[src/rtl/isu_pkg.sv]
package isu_pkg;

  localparam int DATA_W = 32;

  // register byte offsets
  localparam logic [7:0] OFF_CTRL  = 8'h00;
  localparam logic [7:0] OFF_MASK  = 8'h30;
  localparam logic [7:0] OFF_MSTAT = 8'h34;
  localparam logic [7:0] OFF_RAW   = 8'h38;

  // control bit carrying the interrupt enable
  localparam int EN_BIT = 4;

  // status bit positions
  localparam int B_RSP_ERR   = 1;
  localparam int B_CMD_DONE  = 2;
  localparam int B_DAT_OVER  = 3;
  localparam int B_TX_REQ    = 4;
  localparam int B_RX_REQ    = 5;
  localparam int B_RSP_CRC   = 6;
  localparam int B_DAT_CRC   = 7;
  localparam int B_RSP_TO    = 8;
  localparam int B_DAT_TO    = 9;
  localparam int B_VSW_DONE  = 10;
  localparam int B_FIFO_RUN  = 11;
  localparam int B_HW_LOCK   = 12;
  localparam int B_START_ERR = 13;
  localparam int B_ACMD_DONE = 14;
  localparam int B_END_ERR   = 15;
  localparam int B_SDIO      = 16;
  localparam int B_CARD_IN   = 30;
  localparam int B_CARD_OUT  = 31;

  localparam logic [DATA_W-1:0] ONE = DATA_W'(1);

  localparam logic [DATA_W-1:0] ERR_MASK =
      (ONE << B_RSP_ERR) | (ONE << B_RSP_CRC) | (ONE << B_DAT_CRC) |
      (ONE << B_RSP_TO) | (ONE << B_DAT_TO) | (ONE << B_FIFO_RUN) |
      (ONE << B_HW_LOCK) | (ONE << B_START_ERR) | (ONE << B_END_ERR);

  localparam logic [DATA_W-1:0] DONE_MASK =
      (ONE << B_CMD_DONE) | (ONE << B_DAT_OVER) |
      (ONE << B_VSW_DONE) | (ONE << B_ACMD_DONE);

  localparam logic [DATA_W-1:0] XFER_MASK =
      (ONE << B_TX_REQ) | (ONE << B_RX_REQ) | (ONE << B_SDIO);

  localparam logic [DATA_W-1:0] CARD_MASK =
      (ONE << B_CARD_IN) | (ONE << B_CARD_OUT);

  localparam logic [DATA_W-1:0] VALID_MASK =
      ERR_MASK | DONE_MASK | XFER_MASK | CARD_MASK;

  // strobes from decode to datapath
  typedef struct packed {
    logic ctrlWr;
    logic maskWr;
    logic rawClr;
  } regStrobe_t;

  typedef enum logic [2:0] {
    RD_NONE,
    RD_CTRL,
    RD_MASK,
    RD_MSTAT,
    RD_RAW
  } rdSel_t;

endpackage

[src/rtl/isu_ctrl.sv]
module isu_ctrl
  import isu_pkg::*;
#(
  parameter int ADDR_W = 8
) (
  input  logic [ADDR_W-1:0] busAddr,
  input  logic              busWrEn,
  output regStrobe_t        strb,
  output rdSel_t            rdSel
);

  localparam logic [ADDR_W-1:0] A_CTRL  = ADDR_W'(OFF_CTRL);
  localparam logic [ADDR_W-1:0] A_MASK  = ADDR_W'(OFF_MASK);
  localparam logic [ADDR_W-1:0] A_MSTAT = ADDR_W'(OFF_MSTAT);
  localparam logic [ADDR_W-1:0] A_RAW   = ADDR_W'(OFF_RAW);

  always_comb begin
    strb  = '0;
    rdSel = RD_NONE;
    case (busAddr)
      A_CTRL: begin
        rdSel       = RD_CTRL;
        strb.ctrlWr = busWrEn;
      end
      A_MASK: begin
        rdSel       = RD_MASK;
        strb.maskWr = busWrEn;
      end
      A_MSTAT: begin
        // read-only view: writes produce no strobe
        rdSel = RD_MSTAT;
      end
      A_RAW: begin
        rdSel       = RD_RAW;
        strb.rawClr = busWrEn;
      end
      default: begin
        rdSel = RD_NONE;
      end
    endcase
  end

endmodule

[src/rtl/isu_datapath.sv]
module isu_datapath
  import isu_pkg::*;
(
  input  logic              clk,
  input  logic              rstN,
  input  regStrobe_t        strb,
  input  rdSel_t            rdSel,
  input  logic [DATA_W-1:0] wrData,
  input  logic [DATA_W-1:0] evtIn,
  output logic [DATA_W-1:0] rdData,
  output logic [DATA_W-1:0] rawStat,
  output logic [DATA_W-1:0] maskReg,
  output logic              globalEn,
  output logic              irqOut,
  output logic              anyErr,
  output logic              anyDone
);

  logic [DATA_W-1:0] mStat;
  logic              unusedBits;

  // event and write bits at positions with no status bit
  assign unusedBits = ^((evtIn | wrData) & ~VALID_MASK);

  // one sticky status flop and one mask flop per implemented bit
  for (genvar i = 0; i < DATA_W; i++) begin : g_bit
    if (VALID_MASK[i]) begin : g_live
      always_ff @(posedge clk or negedge rstN) begin
        if (!rstN) begin
          rawStat[i] <= 1'b0;
          maskReg[i] <= 1'b0;
        end else begin
          if (evtIn[i]) begin
            rawStat[i] <= 1'b1;
          end else if (strb.rawClr && wrData[i]) begin
            rawStat[i] <= 1'b0;
          end
          if (strb.maskWr) begin
            maskReg[i] <= wrData[i];
          end
        end
      end
    end else begin : g_dead
      assign rawStat[i] = 1'b0;
      assign maskReg[i] = 1'b0;
    end
  end

  always_ff @(posedge clk or negedge rstN) begin
    if (!rstN) begin
      globalEn <= 1'b0;
    end else if (strb.ctrlWr) begin
      globalEn <= wrData[EN_BIT];
    end
  end

  assign mStat = rawStat & maskReg;

  always_ff @(posedge clk or negedge rstN) begin
    if (!rstN) begin
      irqOut <= 1'b0;
    end else begin
      irqOut <= globalEn & (|mStat);
    end
  end

  assign anyErr  = |(rawStat & ERR_MASK);
  assign anyDone = |(rawStat & DONE_MASK);

  always_comb begin
    case (rdSel)
      RD_CTRL:  rdData = DATA_W'(globalEn) << EN_BIT;
      RD_MASK:  rdData = maskReg;
      RD_MSTAT: rdData = mStat;
      RD_RAW:   rdData = rawStat;
      default:  rdData = '0;
    endcase
  end

endmodule

[src/rtl/isu_top.sv]
module isu_top
  import isu_pkg::*;
#(
  parameter int ADDR_W = 8
) (
  input  logic              clk,
  input  logic              rstN,
  input  logic [ADDR_W-1:0] busAddr,
  input  logic              busWrEn,
  input  logic [DATA_W-1:0] busWrData,
  output logic [DATA_W-1:0] busRdData,
  input  logic [DATA_W-1:0] evtIn,
  output logic              irqOut,
  output logic              anyErr,
  output logic              anyDone
);

  regStrobe_t        strb;
  rdSel_t            rdSel;
  logic [DATA_W-1:0] rawStat;
  logic [DATA_W-1:0] maskReg;
  logic              globalEn;

  isu_ctrl #(.ADDR_W(ADDR_W)) u_ctrl (
    .busAddr (busAddr),
    .busWrEn (busWrEn),
    .strb    (strb),
    .rdSel   (rdSel)
  );

  isu_datapath u_dp (
    .clk      (clk),
    .rstN     (rstN),
    .strb     (strb),
    .rdSel    (rdSel),
    .wrData   (busWrData),
    .evtIn    (evtIn),
    .rdData   (busRdData),
    .rawStat  (rawStat),
    .maskReg  (maskReg),
    .globalEn (globalEn),
    .irqOut   (irqOut),
    .anyErr   (anyErr),
    .anyDone  (anyDone)
  );

endmodule

[config.mk]
export PLATFORM = sky130hd
export DESIGN_NAME = isu_top
export DESIGN_NICKNAME = d
export VERILOG_FILES = /design/src/rtl/isu_pkg.sv /design/src/rtl/isu_ctrl.sv /design/src/rtl/isu_datapath.sv /design/src/rtl/isu_top.sv
export SDC_FILE = /design/constraint.sdc
export NUM_CORES = 1
export LEC_CHECK = 0
export BUFFER_PORTS_ARGS = -buffer_cell sky130_fd_sc_hd__buf_4
export CORE_MARGIN = 1.5
export CORE_UTILIZATION = 38
export DETAILED_ROUTE_END_ITERATION = 8
export PLACE_DENSITY = 0.69
export SYNTH_ARGS = -nofsm -noshare
export SYNTH_HDL_FRONTEND = slang
export SYNTH_SLANG_ARGS = --single-unit
[constraint.sdc]
create_clock -name clk -period 1.5 [get_ports clk]
set_input_delay 0.075 -clock clk [delete_from_list [all_inputs] [get_ports clk]]
set_output_delay 0.075 -clock clk [all_outputs]
set_load 0.03 [all_outputs]
======== Yosys cells after proc, flatten, opt, wreduce, memory -nomap -nowiden ========
Index checks and enable logic that the tools add are counted.
cells by class
  reductions and logical operators ........ 40
  equal/unequal tests ..................... 7
  muxes and demuxes ....................... 41
  bitwise logic cells ..................... 2
operators with widths
  operator            count
  $pmux 32 s4         1
  $mux 1              39
  $reduce_bool 2->1   18
  $and 32x32->32      1
  $reduce_or 32->1    1
  $eq 8x6->1 const B  3
  $logic_and 1x1->1   18
  $pmux 3 s4          1
  $reduce_or 9->1     1
  $logic_not 8->1     1
  $eq 3x2->1 const B  2
  $reduce_or 4->1     1
  $eq 3x1->1 const B  1
  $eq 3x3->1 const B  1
  $and 1x1->1         1
word-level totals
  output and inout port bits .............. 35
  input port bits ......................... 75
  bits in registers ....................... 38

======== Longest topological paths before layout ========
  depth in word-level cells ............... 5
  depth in mapped cells ................... 6
  gate-level depth less buffers ........... 4

======== Cells and area by module ========
Synthesis repeated with hierarchy kept, for this count alone.
second synthesis, totals
  cell total of the unflattened synthesis .. 219
  area total of the unflattened synthesis .. 2,308.5 µm²
by module, submodules not included
  module        seq. area each (µm²)  area an instance (µm²)  cells each  instances
  isu_datapath  950.9                 2,208.4                 205         1
  isu_ctrl      0.0                   100.1                   14          1

======== Worst setup path before layout ========
OpenSTA, ideal clock, no wires.
  path kind ............................... in2out
  start ................................... input busAddr[6]
  end ..................................... output busRdData[10]
  path slack .............................. -146 ps
  stages .................................. 5
  arrival time ............................ 1,571 ps
  buffers on the path ..................... 1
  cells stage by stage .................... and4bb_4 > nor4b_4 > buf_6 > nand2_1 > a21oi_1
on the way
  word-level cells in the longest chain between the ends .. 4
ends and longest elaborated chain
  item                                                  line                source
  from (decl)                                           isu_top.sv:8        input logic [ADDR_W-1:0] busAddr,
  $eq 8x6->1 / $logic_not 8->1 (equally long branches)  isu_ctrl.sv:20      case (busAddr)
  $pmux 3 s4 (*)                                        isu_ctrl.sv:20
  $eq 3x3->1, or another cell as far along              isu_datapath.sv:71  case (rdSel)
  $pmux 32 s4 (*)                                       isu_datapath.sv:71
  to (decl)                                             isu_top.sv:11       output logic [DATA_W-1:0] busRdData,
Every way passes the cells marked *; elsewhere a longest branch is shown, timed or not.

======== Worst setup path after layout ========
  start ................................... input busAddr[7]
  end ..................................... output busRdData[4]
The elaborated chain is that of the path after synthesis.

==> impl_metrics.env <==
export IMPL_nets=374
export IMPL_ant_nets=0
export IMPL_rsz0062_at_grt="yes"
export IMPL_grt_pass1_vias=1767
export IMPL_finalWorstSetupSlack_ns=0.01323
export IMPL_synth_area_leader_cell="dfrtp_1"
export IMPL_crit_fanout=10
export IMPL_drt_pre_antenna_iters=4
export IMPL_cts_buffers=5
export IMPL_vias_per_cell=4.973
export IMPL_skew_ns=0.004753
export IMPL_r2r_end="u_dp.irqOut"
export IMPL_dr_total_vias=1835
export IMPL_ys_seq_area_share_pct=46.03
export IMPL_synth_area_per_cell_um2=10.65
export IMPL_antennaDiodeCount=0
export IMPL_synthSimpleGateAreaFrac_pct=13.51
export IMPL_cts_root_buf="clkbuf_8"
export IMPL_synth_top_area_share_pct=46.03
export IMPL_yosys_cell_types_count=30
export IMPL_num_rows=26
export IMPL_fp_dieW_um=76.73
export IMPL_cp_end_kind="primary output"
export IMPL_cpMaxStageDelayCell="and4bb_4"
export IMPL_start_util_pct=39.94
export IMPL_power_total_mw=2.045
export IMPL_synthArstFlopShare_pct=100.0
export IMPL_required_ns=1.42
export IMPL_utilization_pct=59.68
export IMPL_cts_sinks=38
export IMPL_cts_tree="yes"
export IMPL_drive_above_1_share_pct=46.15
export IMPL_synth_edf_count=0
export IMPL_critPathLaunchType="primary input"
export IMPL_clk_insertion_delay_late_ns=0.28
export IMPL_drt_total_wl_um=5326
export IMPL_design_area_um2=3087
export IMPL_ys_ff_latch=38
export IMPL_status="complete, no violations"
export IMPL_wire_per_inst_um=14.43
export IMPL_synth_most_common_cell="dfrtp_1"
export IMPL_cts_buffer_depth=2
export IMPL_path_clk_slew_ns=0.07
export IMPL_drt_iter0_drc=171
export IMPL_numPortBuffers=67
export IMPL_path_cells="buf_6 -> and4bb_4 -> nor4b_4 -> buf_6 -> a32o_1 -> a22o_1 -> buf_6"
export IMPL_ys_warn_count=0
export IMPL_r2r_setup_slack_ns=0.10
export IMPL_die_h_um=76.73
export IMPL_min_path_type="primary input to flip-flop"
export IMPL_ctsHtreeMaxLevel=2
export IMPL_fin_crit_sh_pct=99.12
export IMPL_synth_commonest_cells="dfrtp_1 (38), nand2_1 (33), a21oi_1 (30), a21o_1 (18)"
export IMPL_arrival_ns=1.41
export IMPL_placed_cell_area_um2=2708
export IMPL_drc=0
export IMPL_grt_overflow=0
export IMPL_crit_top_cell="buf_6"
export IMPL_multi_input_area_um2=1056
export IMPL_dp_worst_setup_slack_ns=-0.06378
export IMPL_nFillCells=458
export IMPL_die_area_um2=5887
export IMPL_rr_startpoint="u_dp.rawStat[10]"
export IMPL_synth_top_family_by_area="compound AO/OA/AOI/OAI gates"
export IMPL_final_hold_viol_count=0
export IMPL_fin_cells=369
export IMPL_synth_mux_area_share_pct=10.72
export IMPL_grt_start_max_net_pins=39
export IMPL_syn_area_um2=2066
export IMPL_layout_area_overhead_vs_synth_pct=49.42
export IMPL_antenna_found_initial=0
export IMPL_netlist_top_cells_area="dfrtp_1 (46%), mux2_2 (9.3%), a21oi_1 (7.3%)"
export IMPL_synth_xor_area_share_pct=0
export IMPL_ioPinCount=110
export IMPL_netlist_instances=194
export IMPL_globalplace_congestion=0.7906
export IMPL_max_freq_ghz=0.6726
export IMPL_path_class="primary input to primary output"
export IMPL_grt_first_pass_wirelength_um=8576
export IMPL_r2r_cells=5
export IMPL_core_um2=5172
export IMPL_placed_cells=338
export IMPL_final_max_slew_viol_count=0
export IMPL_p_leak_nw=1.364
export IMPL_synth_compound_area_share_pct=20.90
export IMPL_synth_adder_area_share_pct=0
export IMPL_cpPeakStageDelay_ns=0.34
export IMPL_track_usage_pct=18.14
export IMPL_worstSetupStartpoint="busAddr[7]"
export IMPL_crit_path_end="busRdData[4]"
export IMPL_irDropWorstVdd_mv=0.6091
export IMPL_hpwl_um=3876
export IMPL_setup_viol=0
export IMPL_final_seq_area_um2=950.9
export IMPL_cap_violations=0
export IMPL_p_per_area_nw_per_um2=662.6
export IMPL_min_period_ns=1.487
export IMPL_ys_flop_type="dfrtp_1"
-- routing by layer --
| metal | vias up | global-route usage [%] | part of all wire, % | routed length [um] |
|---|---|---|---|---|
| li1 | 886 | - | - | - |
| met2 | 60 | 30.71 | 50 | 2688 |
| met3 | 4 | 3.810 | 5.2 | 276 |
| met4 | 0 | 2.963 | 0.73 | 39 |
| met5 | - | 0 | 0 | 0 |
| met1 | 885 | 24.21 | 44 | 2322 |
-- power breakdown --
group / switching, mW / internal (mW) / leakage (nW)
Sequential: 0.0265 / 1.05 / 0.433
Clock: 0.337 / 0.320 / 0.0383
Combinational: 0.145 / 0.166 / 0.892
-- registers in the layout, summed over array words and instances (netlist names) --
signal         flops
u_dp.irqOut        1
u_dp.maskReg      18
u_dp.globalEn      1
u_dp.rawStat      18
-- layout by cell type (no fill, tap or decap), drive strengths merged, types with 2 or more instances in the layout --
| cell | n |
|---|---|
| a21bo | 2 |
| dfrtp | 38 |
| a21o | 18 |
| mux2 | 19 |
| nor3 | 2 |
| nand3 | 5 |
| nor4 | 3 |
| a22oi | 5 |
| dlygate4sd3 | 19 |
| conb | 14 |
| buf | 87 |
| a22o | 6 |
| a221oi | 2 |
| nand2 | 33 |
| clkbuf | 7 |
| a21oi | 30 |
-- worst min path at each step --
stage	start	endpoint	slack, ns	cells past startpoint
floorplan	rstN	u_dp.globalEn	-0.22	0
global placement	rstN	u_dp.rawStat[31]	0.07	1
detailed placement	rstN	u_dp.maskReg[31]	0.07	1
CTS	busWrData[10]	u_dp.maskReg[10]	0.03	2
global route	busWrData[10]	u_dp.maskReg[10]	0.02	2
finish	busWrData[6]	u_dp.maskReg[6]	0.03	2
-- cells by family (layout without fill, tap and decap cells) --
group                  count (synthesis)  after routing
AO/OA/AOI/OAI                         65             65
AND/OR/NAND/NOR                       50             50
flip-flops                            38             38
buffers and inverters                 21            113
multiplexers                          19             19
other                                  1             14
-- area by class of cell --
class                   count  area share (%)
multi-input cells         148           34.21
well taps                  70           2.837
repair buffers            106           29.67
clock buffers               7           2.473
flip-flops and latches     38           30.81
-- stage by stage --
stage	setup TNS [ns]	hold slack (ns)
6_report	0	0.03447
5_1_grt	-0.1652	0.02248
4_1_cts	0	0.03359
3_5_place_dp	-0.2375	0.07375
3_3_place_gp	-0.07830	0.07428
2_1_floorplan	0	-0.2206
-- worst max-delay path: cells and delay by family --
kind                   cells  cell delay (ns)
AOI/OAI and AO/OA          2             0.29
and+or+nand+nor            2             0.62
buffers and inverters      3             0.42
-- what timing repair did --
item,in CTS,in global routing
hold endpoints to repair,56,0
pin swaps,3,4
buffers inserted,3,2
setup endpoints to repair,14,17
hold buffers,19,0
resized for setup,6,14
Note: power is estimated with default switching activity, not from simulation.
